==> src/rtl/lac_pkg.sv <==
// Shared types for the limited-slot locality classifier.
// Assumes: the mode encoding below is used on every slot.
package lac_pkg;
    typedef enum logic {
        MODE_PRIVATE = 1'b0,
        MODE_REMOTE  = 1'b1
    } lac_mode_e;
endpackage

==> src/rtl/lac_match.sv <==
// Associative lookup: compares a core number against every slot in one
// cycle. Reports a hit and the lowest matching slot.
// Assumes: at most one valid slot holds a given core (the top keeps this).
module lac_match #(
    parameter int NUM_SLOTS = 3,
    parameter int CID_W     = 4,
    localparam int IDX_W    = (NUM_SLOTS > 1) ? $clog2(NUM_SLOTS) : 1
) (
    input  logic [NUM_SLOTS-1:0]            slot_vld,
    input  logic [NUM_SLOTS-1:0][CID_W-1:0] slot_id,
    input  logic [CID_W-1:0]                key,
    output logic                            hit,
    output logic [IDX_W-1:0]                hit_idx
);
    // Scan from the top slot down so the lowest match wins.
    always_comb begin
        hit     = 1'b0;
        hit_idx = '0;
        for (int i = NUM_SLOTS - 1; i >= 0; i--) begin
            if (slot_vld[i] && slot_id[i] == key) begin
                hit     = 1'b1;
                hit_idx = IDX_W'(i);
            end
        end
    end
endmodule

==> src/rtl/lac_vote.sv <==
// Majority vote over the valid slots. The result is remote only when
// remote slots strictly outnumber private ones.
// Assumes: slot_rem is meaningful only where slot_vld is set.
module lac_vote #(
    parameter int NUM_SLOTS = 3,
    localparam int CNT_W    = $clog2(NUM_SLOTS + 1)
) (
    input  logic [NUM_SLOTS-1:0] slot_vld,
    input  logic [NUM_SLOTS-1:0] slot_rem,
    output logic                 vote_remote
);
    logic [CNT_W-1:0] n_rem;
    logic [CNT_W-1:0] n_priv;

    // Count the valid slots of each mode and compare the two counts.
    always_comb begin
        n_rem  = '0;
        n_priv = '0;
        for (int i = 0; i < NUM_SLOTS; i++) begin
            if (slot_vld[i]) begin
                if (slot_rem[i]) n_rem  = n_rem  + 1'b1;
                else             n_priv = n_priv + 1'b1;
            end
        end
        vote_remote = (n_rem > n_priv);
    end
endmodule

==> src/rtl/lac_lru.sv <==
// Slot allocator. Keeps a recency rank per slot (0 = newest) and names the
// slot a new core should take: the lowest empty slot if any, else the
// oldest slot.
// Assumes: touch_idx equals alloc_idx whenever touch_alloc is set.
module lac_lru #(
    parameter int NUM_SLOTS = 3,
    localparam int IDX_W    = (NUM_SLOTS > 1) ? $clog2(NUM_SLOTS) : 1
) (
    input  logic                 clk,
    input  logic                 rst_n,
    input  logic [NUM_SLOTS-1:0] slot_vld,
    input  logic                 touch,
    input  logic [IDX_W-1:0]     touch_idx,
    input  logic                 touch_alloc,
    output logic [IDX_W-1:0]     alloc_idx
);
    localparam logic [IDX_W-1:0] OLDEST = IDX_W'(NUM_SLOTS - 1);

    logic [NUM_SLOTS-1:0][IDX_W-1:0] rank_q;
    logic                            has_free;
    logic [IDX_W-1:0]                free_idx;
    logic [IDX_W-1:0]                victim_idx;
    logic [IDX_W-1:0]                old_rank;

    // Find the lowest empty slot and the slot holding the oldest rank.
    always_comb begin
        has_free   = 1'b0;
        free_idx   = '0;
        victim_idx = '0;
        for (int i = NUM_SLOTS - 1; i >= 0; i--) begin
            if (!slot_vld[i]) begin
                has_free = 1'b1;
                free_idx = IDX_W'(i);
            end
            if (rank_q[i] == OLDEST) victim_idx = IDX_W'(i);
        end
        alloc_idx = has_free ? free_idx : victim_idx;
        old_rank  = touch_alloc ? OLDEST : rank_q[touch_idx];
    end

    // Move the touched slot to rank 0 and age the slots newer than it.
    always_ff @(posedge clk) begin
        if (!rst_n) begin
            rank_q <= '0;
        end else if (touch) begin
            for (int i = 0; i < NUM_SLOTS; i++) begin
                if (IDX_W'(i) == touch_idx)
                    rank_q[i] <= '0;
                else if (slot_vld[i] && rank_q[i] < old_rank)
                    rank_q[i] <= rank_q[i] + 1'b1;
            end
        end
    end
endmodule

==> src/rtl/lac_classifier.sv <==
// Limited-slot locality classifier for one shared line. Chooses private or
// remote mode per request, tracks a few cores in slots, votes for the others,
// and flags promote/demote transitions. Outputs are registered.
// Assumes: 1 <= PCT < 2**UTIL_W; one request and one report at most per cycle.
module lac_classifier
    import lac_pkg::*;
#(
    parameter int NUM_CORES = 16,
    parameter int NUM_SLOTS = 3,
    parameter int UTIL_W    = 3,
    parameter int PCT       = 3,
    localparam int CID_W    = (NUM_CORES > 1) ? $clog2(NUM_CORES) : 1,
    localparam int IDX_W    = (NUM_SLOTS > 1) ? $clog2(NUM_SLOTS) : 1
) (
    input  logic              clk,
    input  logic              rst_n,
    input  logic              req_valid,
    input  logic [CID_W-1:0]  req_core,
    input  logic              req_write,
    input  logic              rpt_valid,
    input  logic [CID_W-1:0]  rpt_core,
    input  logic [UTIL_W-1:0] rpt_util,
    output logic              resp_valid,
    output logic              resp_private,
    output logic              promote,
    output logic              demote,
    output logic [CID_W-1:0]  evt_core
);
    localparam logic [UTIL_W:0] THRESH = (UTIL_W + 1)'(PCT);

    logic [NUM_SLOTS-1:0]              vld_q, vld_d;
    logic [NUM_SLOTS-1:0][CID_W-1:0]   id_q, id_d;
    lac_mode_e                         mode_q [NUM_SLOTS];
    lac_mode_e                         mode_d [NUM_SLOTS];
    logic [NUM_SLOTS-1:0][UTIL_W-1:0]  util_q, util_d;
    logic [NUM_SLOTS-1:0]              rem_vec;

    logic             rq_hit, rp_hit, vote_remote;
    logic [IDX_W-1:0] rq_idx, rp_idx, alloc_idx, tgt;
    logic             touch, touch_alloc;
    logic             resp_d, priv_d, pro_d, dem_d;
    logic [CID_W-1:0] core_d;
    logic [UTIL_W:0]  bumped;

    // Expose each slot's mode as a plain remote bit for the voter.
    for (genvar g = 0; g < NUM_SLOTS; g++) begin : g_rem
        assign rem_vec[g] = (mode_q[g] == MODE_REMOTE);
    end

    lac_match #(.NUM_SLOTS(NUM_SLOTS), .CID_W(CID_W)) u_req_match (
        .slot_vld(vld_q), .slot_id(id_q), .key(req_core),
        .hit(rq_hit), .hit_idx(rq_idx)
    );

    lac_match #(.NUM_SLOTS(NUM_SLOTS), .CID_W(CID_W)) u_rpt_match (
        .slot_vld(vld_q), .slot_id(id_q), .key(rpt_core),
        .hit(rp_hit), .hit_idx(rp_idx)
    );

    lac_vote #(.NUM_SLOTS(NUM_SLOTS)) u_vote (
        .slot_vld(vld_q), .slot_rem(rem_vec), .vote_remote(vote_remote)
    );

    lac_lru #(.NUM_SLOTS(NUM_SLOTS)) u_lru (
        .clk(clk), .rst_n(rst_n), .slot_vld(vld_q),
        .touch(touch), .touch_idx(tgt), .touch_alloc(touch_alloc),
        .alloc_idx(alloc_idx)
    );

    // Decide the response and the next slot contents for this cycle.
    always_comb begin
        vld_d       = vld_q;
        id_d        = id_q;
        mode_d      = mode_q;
        util_d      = util_q;
        resp_d      = 1'b0;
        priv_d      = 1'b0;
        pro_d       = 1'b0;
        dem_d       = 1'b0;
        core_d      = evt_core;
        touch       = 1'b0;
        touch_alloc = 1'b0;
        tgt         = rq_hit ? rq_idx : alloc_idx;
        bumped      = {1'b0, util_q[rq_idx]} + 1'b1;
        if (req_valid) begin
            resp_d = 1'b1;
            touch  = 1'b1;
            if (rq_hit) begin
                if (mode_q[rq_idx] == MODE_REMOTE) begin
                    if (bumped >= THRESH) begin
                        mode_d[rq_idx] = MODE_PRIVATE;
                        util_d[rq_idx] = '0;
                        priv_d         = 1'b1;
                        pro_d          = 1'b1;
                        core_d         = req_core;
                    end else begin
                        util_d[rq_idx] = bumped[UTIL_W-1:0];
                    end
                end else begin
                    priv_d = 1'b1;
                end
            end else begin
                touch_alloc = 1'b1;
                vld_d[tgt]  = 1'b1;
                id_d[tgt]   = req_core;
                mode_d[tgt] = vote_remote ? MODE_REMOTE : MODE_PRIVATE;
                util_d[tgt] = '0;
                priv_d      = !vote_remote;
            end
            if (req_write) begin
                for (int i = 0; i < NUM_SLOTS; i++) begin
                    if (IDX_W'(i) != tgt && vld_q[i] && mode_q[i] == MODE_REMOTE)
                        util_d[i] = '0;
                end
            end
        end else if (rpt_valid && rp_hit && mode_q[rp_idx] == MODE_PRIVATE
                     && {1'b0, rpt_util} < THRESH) begin
            mode_d[rp_idx] = MODE_REMOTE;
            util_d[rp_idx] = '0;
            dem_d          = 1'b1;
            core_d         = rpt_core;
        end
    end

    // Hold the per-slot state.
    for (genvar g = 0; g < NUM_SLOTS; g++) begin : g_slot
        always_ff @(posedge clk) begin
            if (!rst_n) begin
                vld_q[g]  <= 1'b0;
                id_q[g]   <= '0;
                mode_q[g] <= MODE_PRIVATE;
                util_q[g] <= '0;
            end else begin
                vld_q[g]  <= vld_d[g];
                id_q[g]   <= id_d[g];
                mode_q[g] <= mode_d[g];
                util_q[g] <= util_d[g];
            end
        end
    end

    // Register the response and the event outputs.
    always_ff @(posedge clk) begin
        if (!rst_n) begin
            resp_valid   <= 1'b0;
            resp_private <= 1'b0;
            promote      <= 1'b0;
            demote       <= 1'b0;
            evt_core     <= '0;
        end else begin
            resp_valid   <= resp_d;
            resp_private <= priv_d;
            promote      <= pro_d;
            demote       <= dem_d;
            evt_core     <= core_d;
        end
    end
endmodule

==> config.mk <==
export PLATFORM = sky130hd
export DESIGN_NAME = lac_classifier
export DESIGN_NICKNAME = d
export VERILOG_FILES = /design/src/rtl/lac_pkg.sv /design/src/rtl/lac_match.sv /design/src/rtl/lac_vote.sv /design/src/rtl/lac_lru.sv /design/src/rtl/lac_classifier.sv
export SDC_FILE = /design/constraint.sdc
export NUM_CORES = 1
export LEC_CHECK = 0
export ABC_AREA = 1
export BUFFER_PORTS_ARGS = -buffer_cell sky130_fd_sc_hd__buf_2
export CORE_MARGIN = 2
export CORE_UTILIZATION = 55
export DETAILED_ROUTE_END_ITERATION = 10
export PLACE_DENSITY = 0.7
export SYNTH_ARGS = -nofsm -noshare
export SYNTH_HDL_FRONTEND = slang
export SYNTH_SLANG_ARGS = --single-unit
==> constraint.sdc <==
create_clock -name clk -period 2.9 [get_ports clk]
set_input_delay 0.58 -clock clk [delete_from_list [all_inputs] [get_ports clk]]
set_output_delay 0.58 -clock clk [all_outputs]
set_load 0.01 [all_outputs]
* Word level (Yosys, flattened, before mapping)
Cells that the tools add are included.
** Storage, ports and cells
- Register bits after elaboration :: 41
- Latch bits :: 0
- Memory bits (writable) :: 0
- ROM bits :: 0
- Bits of input ports :: 16
- Word-level logic and storage cells :: 218
- Memories :: 0
** Cells by class
- Add/sub/neg operators :: 8
- Multiply operators :: 0
- Div/mod/pow operators :: 0
- Magnitude comparators :: 18
- Equality and inequality tests :: 18
- Shift operators :: 0
- Mux-type cells :: 98
- Bitwise operators :: 16
- Reductions and logical operators :: 40
** Operator list (count)
- 2-to-1 mux 2 bit :: 32
- 2-to-1 mux 9 bit :: 6
- 2-to-1 mux 3 bit :: 12
- AND 9 bit :: 3
- 2-to-1 mux 1 bit :: 27
- NOT 9 bit :: 3
- equality test 4 bit :: 6
- logical AND 1 bit :: 24
- 2-to-1 mux 4 bit :: 6
- demux 3 bit (select 2 bit) :: 3
- adder 2 x 1 -> 2 bit (second input constant) :: 7
- bitwise mux 12 bit :: 1
- AND reduction 2 bit :: 5
- nonzero test 2 bit :: 5
- bitwise mux 9 bit :: 1
- greater-or-equal comparator 3 bit (second input constant) :: 3
- less-than comparator 2 x 3 -> 1 bit (second input constant) :: 3
- less-than comparator 3 x 1 -> 1 bit (second input constant) :: 3
- NOT 2 -> 3 bit :: 3
- demux 1 bit (select 2 bit) :: 4
- demux 4 bit (select 2 bit) :: 1
- AND reduction 4 bit :: 2
- binary-select mux 3 bit (select 2 bit) :: 1
- equality test 2 bit (second input constant) :: 3
- other kinds (23) :: 34

* Depth between registers and ports, before layout
Gate-level depths: netlist of run 1.
- Depth in word-level cells :: 17
- Mapped depth :: 19
- Mapped depth without buffers :: 19

* Cells and area by module
From an unflattened synthesis of run 1, not the netlist that was laid out.
** Second synthesis, totals
- Cells, all modules :: 559
- Area total of the unflattened synthesis :: 3291.9 um^2
** By module, submodules not included
- lac_classifier :: instances 1, cells each 324, area each 2103.3 um^2
- lac_lru :: instances 1, cells each 92, area each 544.3 um^2
- lac_match :: instances 2, cells each 49, area each 211.5 um^2
- lac_vote :: instances 1, cells each 45, area each 221.5 um^2

* Least setup slack after synthesis of run 1
Ideal clock, no wire load.
- Path type :: input -> register
- Start point :: input req_core[1]
- End point :: register util_q[1] (netlist name)
- Setup time :: 0.119 ns
- Arrival :: 2.252 ns
- Setup slack :: 0.528 ns
- Stages :: 18
- Buffers on the path :: 0
- Cell sequence :: inv_2 -> nand2_1 -> nand2_1 -> nor2_1 -> nand3_2 -> nor2_4 -> inv_4 -> nand2_4 -> nor2_2 -> nor3_4 -> inv_1 -> ha_1 -> nand3_1 -> nand2_1 -> nand2_1 -> nand2_1 -> nand2_1 -> a21oi_1
** Between the ends
- Longest elaborated chain between the ends :: 17
** RTL lines
- from (decl) :: line lac_classifier.sv:18 : input logic [CID_W-1:0] req_core,
- parallel branches: the longest is 15 deep, another holds adder 3 x 1 -> 4 bit
- 2-to-1 mux 9 bit * :: line lac_classifier.sv:110 : if (req_write) begin
- 2-to-1 mux 9 bit * :: line lac_classifier.sv:85 : if (req_valid) begin
- to (signal, indexed assignment) :: line lac_classifier.sv:137 : util_q[g] <= util_d[g];
- to (decl) :: line lac_classifier.sv:35 : logic [NUM_SLOTS-1:0][UTIL_W-1:0] util_q, util_d;
Mark *: on every way between the ends. The select of a mux whose other input is x is not followed.
A chain may end at the register's enable or synchronous reset.

* Final worst setup path of run 1
- Start point :: register vld_q[0]
- End point :: register mode_q[1] (netlist name)
** Between the ends
- Longest elaborated chain between the ends :: 13
** RTL lines
- from (decl) :: line lac_classifier.sv:31 : logic [NUM_SLOTS-1:0] vld_q, vld_d;
- from (signal, indexed assignment) :: line lac_classifier.sv:134 : vld_q[g] <= vld_d[g];
- parallel branches: the longest is 13 deep, another holds adder 2 x 1 -> 2 bit
- to (signal, indexed assignment) :: line lac_classifier.sv:136 : mode_q[g] <= mode_d[g];
- to (decl) :: line lac_classifier.sv:33 : lac_mode_e mode_q [NUM_SLOTS];
Several ways; the timed one is not identified. The select of a mux whose other input is x is not followed.

==> flow_metrics.py, run 1 <==
metrics = {
    "status": {
        "status": "completed",
    },
    "final_layout": {
        "multi_input_area_mm2": 0.00184,
        "final_common_cell": "nand2_1",
        "drive_gt1_share_pct": 13.5,
        "nets": 549,
        "instances_no_fill": 596,
        "area_delta_synth_final_pct": 11.9,
        "num_antenna_cells": 0,
        "regArea_um2": 821,
        "most-common-layout-cells": "nand2_1 (120), inv_1 (72), a21oi_1 (52)",
        "fin_area_mm2": 0.00337,
        "fillCellCount": 513,
    },
    "setup_path": {
        "startpoint_type": "flip-flop",
        "worstPathArrival_ns": 2.84,
        "end_kind": "flip-flop",
        "worstPathRequired_ns": 3.14,
        "critPathKind": "reg2reg",
        "path_max_fanout": 5,
        "rrSetupSlack_ns": 0.30,
    },
    "floorplan": {
        "rows": 26,
        "die-area_mm2": 0.00609,
        "ios": 24,
        "die_y_um": 78.0,
        "core_area_mm2": 0.00520,
        "initial_core_util_pct": 57.9,
        "die_w_um": 78.0,
    },
    "cts": {
        "cts-root-buf": "clkbuf_8",
        "cts_setup_buffers": 0,
        "cts_max_level": 2,
        "cts_tree": "yes",
        "clkTransAtPathRegs_ns": 0.08,
        "cts_sinks": 41,
        "holdBufCountCts": 0,
        "numCtsBuffers": 5,
        "clk_latency_ns": 0.30,
        "clk_path_buf_depth": 2,
        "ctsResizeCount": 0,
    },
    "sta": {
        "fmax_ghz": 0.384,
        "skew_ns": 0.00876,
        "layout_setup_ws_ns": 0.298,
        "fin_crit_sh_pct": 89.7,
        "worst_slew_pin_slew_ns": 0.552,
        "rsz0062_at_grt": "false",
        "hold_viol_final": 0,
        "slew_headroom_pct": 63.2,
        "final_period_minus_worst_setup_slack_ns": 2.60,
        "slew_viol_final": 0,
        "tns_ns": 0,
        "setup_viol": 0,
    },
    "power_and_ir_drop": {
        "powerDensity_mw_per_mm2": 444,
        "leakage_nw": 1.62,
        "ir_drop_mv": 0.337,
    },
    "drt": {
        "wl_mm": 8.41,
        "drc_errors": 0,
        "drtPass1Iterations": 5,
        "vias": 3303,
        "drt_iter0_drc": 388,
        "avgRoutedWirePerCell_um": 14.1,
        "viasPerCell": 5.54,
        "detail-route-antenna-nets": 0,
    },
    "flow_run": {
        "maxCapViolCount": 0,
    },
    "synthesis": {
        "synth_area_mm2": 0.00302,
        "synth_cell_types": 37,
        "ys.flop_type": "dfxtp_1",
        "syn_avg_cell_area_um2": 6.10,
        "async_flop_share_pct": 0,
        "synth_seq_cells": 41,
        "ys_seq_area_share_pct": 27.2,
        "ys.warnings.count": 0,
        "synth.net_count": 518,
        "synth_edf_count": 0,
        "synthCells": 494,
    },
    "global_route": {
        "grt_pass1_vias": 3030,
        "grt_pass1_wl_mm": 14.4,
        "grt_usage_pct": 29.3,
        "grt_max_degree": 32,
        "antenna_found_initial": 0,
        "grt.overflow.total": 0,
    },
    "min_path": {
        "hold_class": "reg2reg",
    },
    "placement": {
        "place_hpwl_mm": 6.43,
        "place_area_mm2": 0.00325,
        "place_inst": 588,
        "portBuffers": 23,
        "dpl_worst_slack_ns": 0.117,
        "gp_congestion": 0.986,
    },
}
-- final cells by class --
class,count,area share [%]
Timing Repair Buffer,34,5.86
Clock inverter,2,1.11
Multi-Input combinational cell,363,54.7
Inverter,80,8.98
Clock buffer,6,2.45
Sequential cell,41,24.3
Tap cell,70,2.60
-- Yosys cell counts, types with 2 or more instances --
cell type | number | area share (%)
clkinv_1 | 2 | 0.25
nand2_1 | 120 | 15
buf_2 | 2 | 0.33
ha_1 | 8 | 3.3
o21a_1 | 2 | 0.50
dfxtp_1 | 41 | 27
nand3_2 | 6 | 2.0
nand2_4 | 2 | 0.75
nor2_2 | 5 | 1.0
nand3_1 | 34 | 5.6
nand2_2 | 6 | 1.2
clkbuf_1 | 6 | 0.75
nand4_1 | 14 | 2.9
a31oi_1 | 7 | 1.5
nor3_1 | 3 | 0.50
inv_2 | 5 | 0.62
a21oi_1 | 52 | 8.6
xnor2_1 | 8 | 2.3
o22ai_1 | 5 | 1.0
or2_2 | 2 | 0.41
inv_1 | 72 | 9.0
nor2_1 | 43 | 5.4
o21ai_0 | 35 | 5.8
-- metrics by stage --
stage,power (mW),hold slack [ns],util [%]
3_5_place_dp,1.02,0.457,62.5
4_1_cts,1.50,0.470,64.8
6_report,1.50,0.468,64.8
5_1_grt,1.59,0.484,64.8
3_3_place_gp,1.01,0.453,62.5
2_1_floorplan,0.905,0.452,-
-- cell families after synthesis --
group / after synthesis / synth area share [%]
flip-flops: 41 / 27.2
XOR/XNOR: 9 / 2.61
adder cells (fa/ha/maj): 8 / 3.32
buffers and inverters: 90 / 11.6
AND/OR/NAND/NOR: 238 / 35.9
AO/OA/AOI/OAI: 108 / 19.3
-- registers in the layout (all words and copies together) (netlist names) --
name / cells
resp_private: 1
resp_valid: 1
vld_q: 3
mode_q: 3
promote: 1
id_q: 12
util_q: 9
u_lru.rank_q: 6
evt_core: 4
demote: 1
-- critical path, cell delays in order (launching register included) --
cell and delay, ns:
dfxtp_1 0.42, nand2_1 0.09, inv_1 0.07, ha_1 0.22, nand2_1 0.06, o21ai_0 0.12
nand2_1 0.11, xnor2_1 0.11, inv_1 0.05, ha_1 0.29, inv_1 0.04, nor2_1 0.09
a2bb2oi_1 0.16, inv_1 0.08, nor2_1 0.21, a21oi_1 0.11, o32ai_1 0.14, a21oi_1 0.07
nor2_1 0.10
-- per-layer routing --
metal	vias to the layer above	GRT usage (%)	share of wire [%]
met1	1488	41.8	48
met2	122	47.1	44
li1	1683	-	-
met4	0	6.84	1.2
met3	10	4.02	6.3
met5	-	0	0
-- worst paths after layout --
| check | end | cells after the start | from |
|---|---|---|---|
| worst min register to register | evt_core[2] | 2 | evt_core[2] |
| worst min-delay path | evt_core[2] | 2 | evt_core[2] |
| worst max-delay path | mode_q[1] | 18 | vld_q[0] |
| worst max register to register | mode_q[1] | 18 | vld_q[0] |
-- power by group --
part	switching (mW)	total [mW]	internal, mW	leakage (nW)
logic	0.246	0.380	0.133	1.23
clock network	0.208	0.488	0.280	0.0574
registers	0.0338	0.632	0.598	0.335
total	0.488	1.50	1.01	1.62
(Power assumes the default switching activity.)
==> run 2: changes to the inputs <==
--- a/config.mk
+++ b/config.mk
@@ -13,4 +13,5 @@
 export PLACE_DENSITY = 0.7
 export SYNTH_ARGS = -nofsm -noshare
 export SYNTH_HDL_FRONTEND = slang
+export SYNTH_HIERARCHICAL = 1
 export SYNTH_SLANG_ARGS = --single-unit
==> run 2 against run 1 <==
Clock-buffer cell count decreased by 1. Core utilization decreased by 1.7 points. Final cell count increased by 13%. Clock power about the same. Flip-flop and latch count unchanged. Non-clock buffer count increased by 5. Total power increased by 4.4%. Register-to-register slack about the same. Sequential power increased by 0.8%. Hold slack improved by 0.043 ns. Cell area increased by 9.5%. Synthesized cell count increased by 13%.
==> flow_metrics.py, run 2 <==
metrics = {
    "status": {
        "status": "completed",
    },
    "power_and_ir_drop": {
        "leakage_nw": 1.78,
        "p_sw_mw": 0.554,
        "swShare_pct": 35.4,
        "p_comb_share_pct": 28.3,
        "p_int_mw": 1.01,
        "seqPwrFrac_pct": 40.7,
        "ir_drop_mv": 0.265,
        "p_clk_share_pct": 31.1,
        "powerDensity_mw_per_mm2": 424,
    },
    "sta": {
        "final_period_minus_worst_setup_slack_ns": 2.59,
        "hold_slack_ns": 0.511,
        "skew_ns": 0.00807,
        "hold_viol_final": 0,
        "rsz0062_at_grt": "false",
        "setup_viol": 0,
        "tns_ns": 0,
        "fin_crit_sh_pct": 89.4,
        "layout_setup_ws_ns": 0.308,
        "fmax_ghz": 0.386,
        "slew_headroom_pct": 51.9,
        "worst_slew_pin_slew_ns": 0.714,
        "slew_viol_final": 0,
    },
    "synthesis": {
        "ys.flop_type": "dfxtp_1",
        "async_flop_share_pct": 0,
        "synthCells": 559,
        "ys.warnings.count": 6,
        "yosysTopAreaCellShare_pct": 24.9,
        "synth_area_leaders": "dfxtp_1 (25%), nand2_1 (18%), nand3_1 (8.4%), a21oi_1 (7.3%), inv_1 (7.3%)",
        "synth_cell_types": 35,
        "synth_edf_count": 0,
        "yosysTopAreaCell": "dfxtp_1",
        "yosysMostFrequentCell": "nand2_1",
        "synth_area_mm2": 0.00329,
        "ys_seq_area_share_pct": 24.9,
        "synth_seq_cells": 41,
        "synth.net_count": 583,
        "synth_common_cells": "nand2_1 (157), inv_1 (64), nor2_1 (60), nand3_1 (55), a21oi_1 (48)",
        "syn_avg_cell_area_um2": 5.89,
    },
    "drt": {
        "avgRoutedWirePerCell_um": 13.5,
        "wl_mm": 9.06,
        "drtPass1Iterations": 7,
        "drt_iter0_drc": 276,
        "viasPerCell": 5.36,
        "vias": 3600,
        "detail-route-antenna-nets": 0,
        "drc_errors": 0,
    },
    "global_route": {
        "grt_max_degree": 24,
        "antenna_found_initial": 0,
        "grt.overflow.total": 0,
        "grt_usage_pct": 29.0,
        "grt_pass1_vias": 3238,
        "grt_pass1_wl_mm": 14.9,
    },
    "setup_path": {
        "worstPathArrival_ns": 2.83,
        "critPathKind": "reg2reg",
        "path_max_fanout": 6,
        "end_kind": "flip-flop",
        "ff2ff_path_depth": 20,
        "rrSetupSlack_ns": 0.31,
        "startpoint_type": "flip-flop",
        "crit_start": "vld_q[0]",
        "r2r_end": "mode_q[1]",
        "reg2reg_from": "vld_q[0]",
        "worstPathRequired_ns": 3.14,
    },
    "min_path": {
        "hold_depth": 2,
        "hold_end": "evt_core[0]",
        "holdCritStartpoint": "evt_core[0]",
        "hold_class": "reg2reg",
    },
    "placement": {
        "place_hpwl_mm": 6.84,
        "gp_congestion": 0.952,
        "portBuffers": 23,
        "dpl_worst_slack_ns": 0.0242,
        "place_inst": 664,
    },
    "cts": {
        "cts_setup_buffers": 0,
        "clk_latency_ns": 0.30,
        "clk_path_buf_depth": 2,
        "ctsResizeCount": 0,
        "clkTransAtPathRegs_ns": 0.09,
        "holdBufCountCts": 0,
        "cts_tree": "yes",
        "numCtsBuffers": 5,
        "cts_max_level": 2,
        "cts-root-buf": "clkbuf_8",
        "cts_sinks": 41,
    },
    "flow_run": {
        "maxCapViolCount": 0,
    },
    "floorplan": {
        "die_w_um": 81.4,
        "core_area_mm2": 0.00585,
        "die-area_mm2": 0.00662,
        "ios": 24,
        "die_y_um": 81.4,
        "initial_core_util_pct": 56.3,
        "rows": 28,
    },
    "final_layout": {
        "num_antenna_cells": 0,
        "largest_reg_flops": 12,
        "drive_gt1_share_pct": 17.6,
        "area_delta_synth_final_pct": 12.2,
        "most-common-layout-cells": "nand2_1 (157), inv_1 (64), nor2_1 (60)",
        "final_common_cell": "nand2_1",
        "instances_no_fill": 672,
        "reg.largest.list": "id_q x12, util_q x9, u_lru/rank_q x6",
        "nets": 620,
        "finish.utilization_pct": 63.1,
        "top_register": "id_q",
    },
}
## run 2: cell types whose count changed after synthesis, sizes merged, moves of 2 or more
cell	previous run	this run
nand2	128	179
nor2	49	71
nand3	40	57
nand4	14	3
a31oi	7	0
o21a	2	9
o22ai	5	0
o21ai	36	33
a21oi	52	50
inv	78	80
nor2b	0	2
o21bai	0	2
xnor2	8	6
## run 2: layer usage
metal  vias up  global-route usage [%]  part of all wire [%]
met5         -                       0                     0
met4         0                    10.7                   2.4
met3        20                    4.22                   5.2
met2       127                    49.9                    47
met1      1598                    36.4                    45
li1       1855                       -                     -
## run 2: area by class of cell
type	instances	area, µm²
fill	558	2160
multi-input combinational	428	2120
timing repair buffer	39	235
inverter	81	307
tap	75	93.8
sequential	41	821
clock buffer	5	68.8
clock inverter	3	46.3
## run 2: cell families after synthesis
kind of cell               count (synthesis)  synth area share [%]
AOI/OAI and AO/OA                         95                  16.4
xor gates and xnor gates                   6                  1.60
and+or+nand+nor                          319                  43.4
DFF                                       41                  24.9
buffers and inverters                     90                  10.6
adders and majority gates                  8                  3.04
## run 2: metrics by stage
stage | cell area [µm²] | power (mW)
final | 3690 | 1.57
after global routing | 3690 | 1.65
after CTS | 3690 | 1.57
after detailed placement | 3580 | 1.09
after global placement | 3580 | 1.08
after floorplan | 3290 | 0.956
## run 2: how the worst max path moves through the flow
| stage | slack (ns) | end | cells after the start |
|---|---|---|---|
| 4_1_cts | 0.31 | mode_q[1] | 20 |
| 6_report | 0.31 | mode_q[1] | 20 |
| 2_1_floorplan | 0.42 | util_q[4] | 18 |
| 3_3_place_gp | 0.04 | u_lru/rank_q[1] | 22 |
| 3_5_place_dp | 0.02 | u_lru/rank_q[1] | 22 |
| 5_1_grt | 0.02 | mode_q[1] | 20 |
## run 2: worst max-delay path, stage by stage, from the launching register on
cell     delay (ns)
dfxtp_1        0.48
nand2_1        0.15
inv_1          0.07
ha_1           0.21
inv_1          0.05
nand2_1        0.09
nand3_2        0.10
nand2_1        0.05
nand2_1        0.05
inv_1          0.04
ha_1           0.29
a21oi_1        0.07
a21oi_1        0.11
inv_1          0.05
nor2_1         0.27
nand2_1        0.10
nand3_1        0.07
o21ai_0        0.09
nand2_1        0.08
inv_1          0.04
nor2_1         0.08
## run 2: power groups by stage
stage                     clock network, mW  registers (mW)  logic, mW
after floorplan                           0           0.644      0.311
after global placement                    0           0.648      0.428
after detailed placement                  0           0.648      0.437
after CTS                             0.496           0.635      0.439
after global routing                  0.513           0.641      0.499
final                                 0.486           0.637      0.443
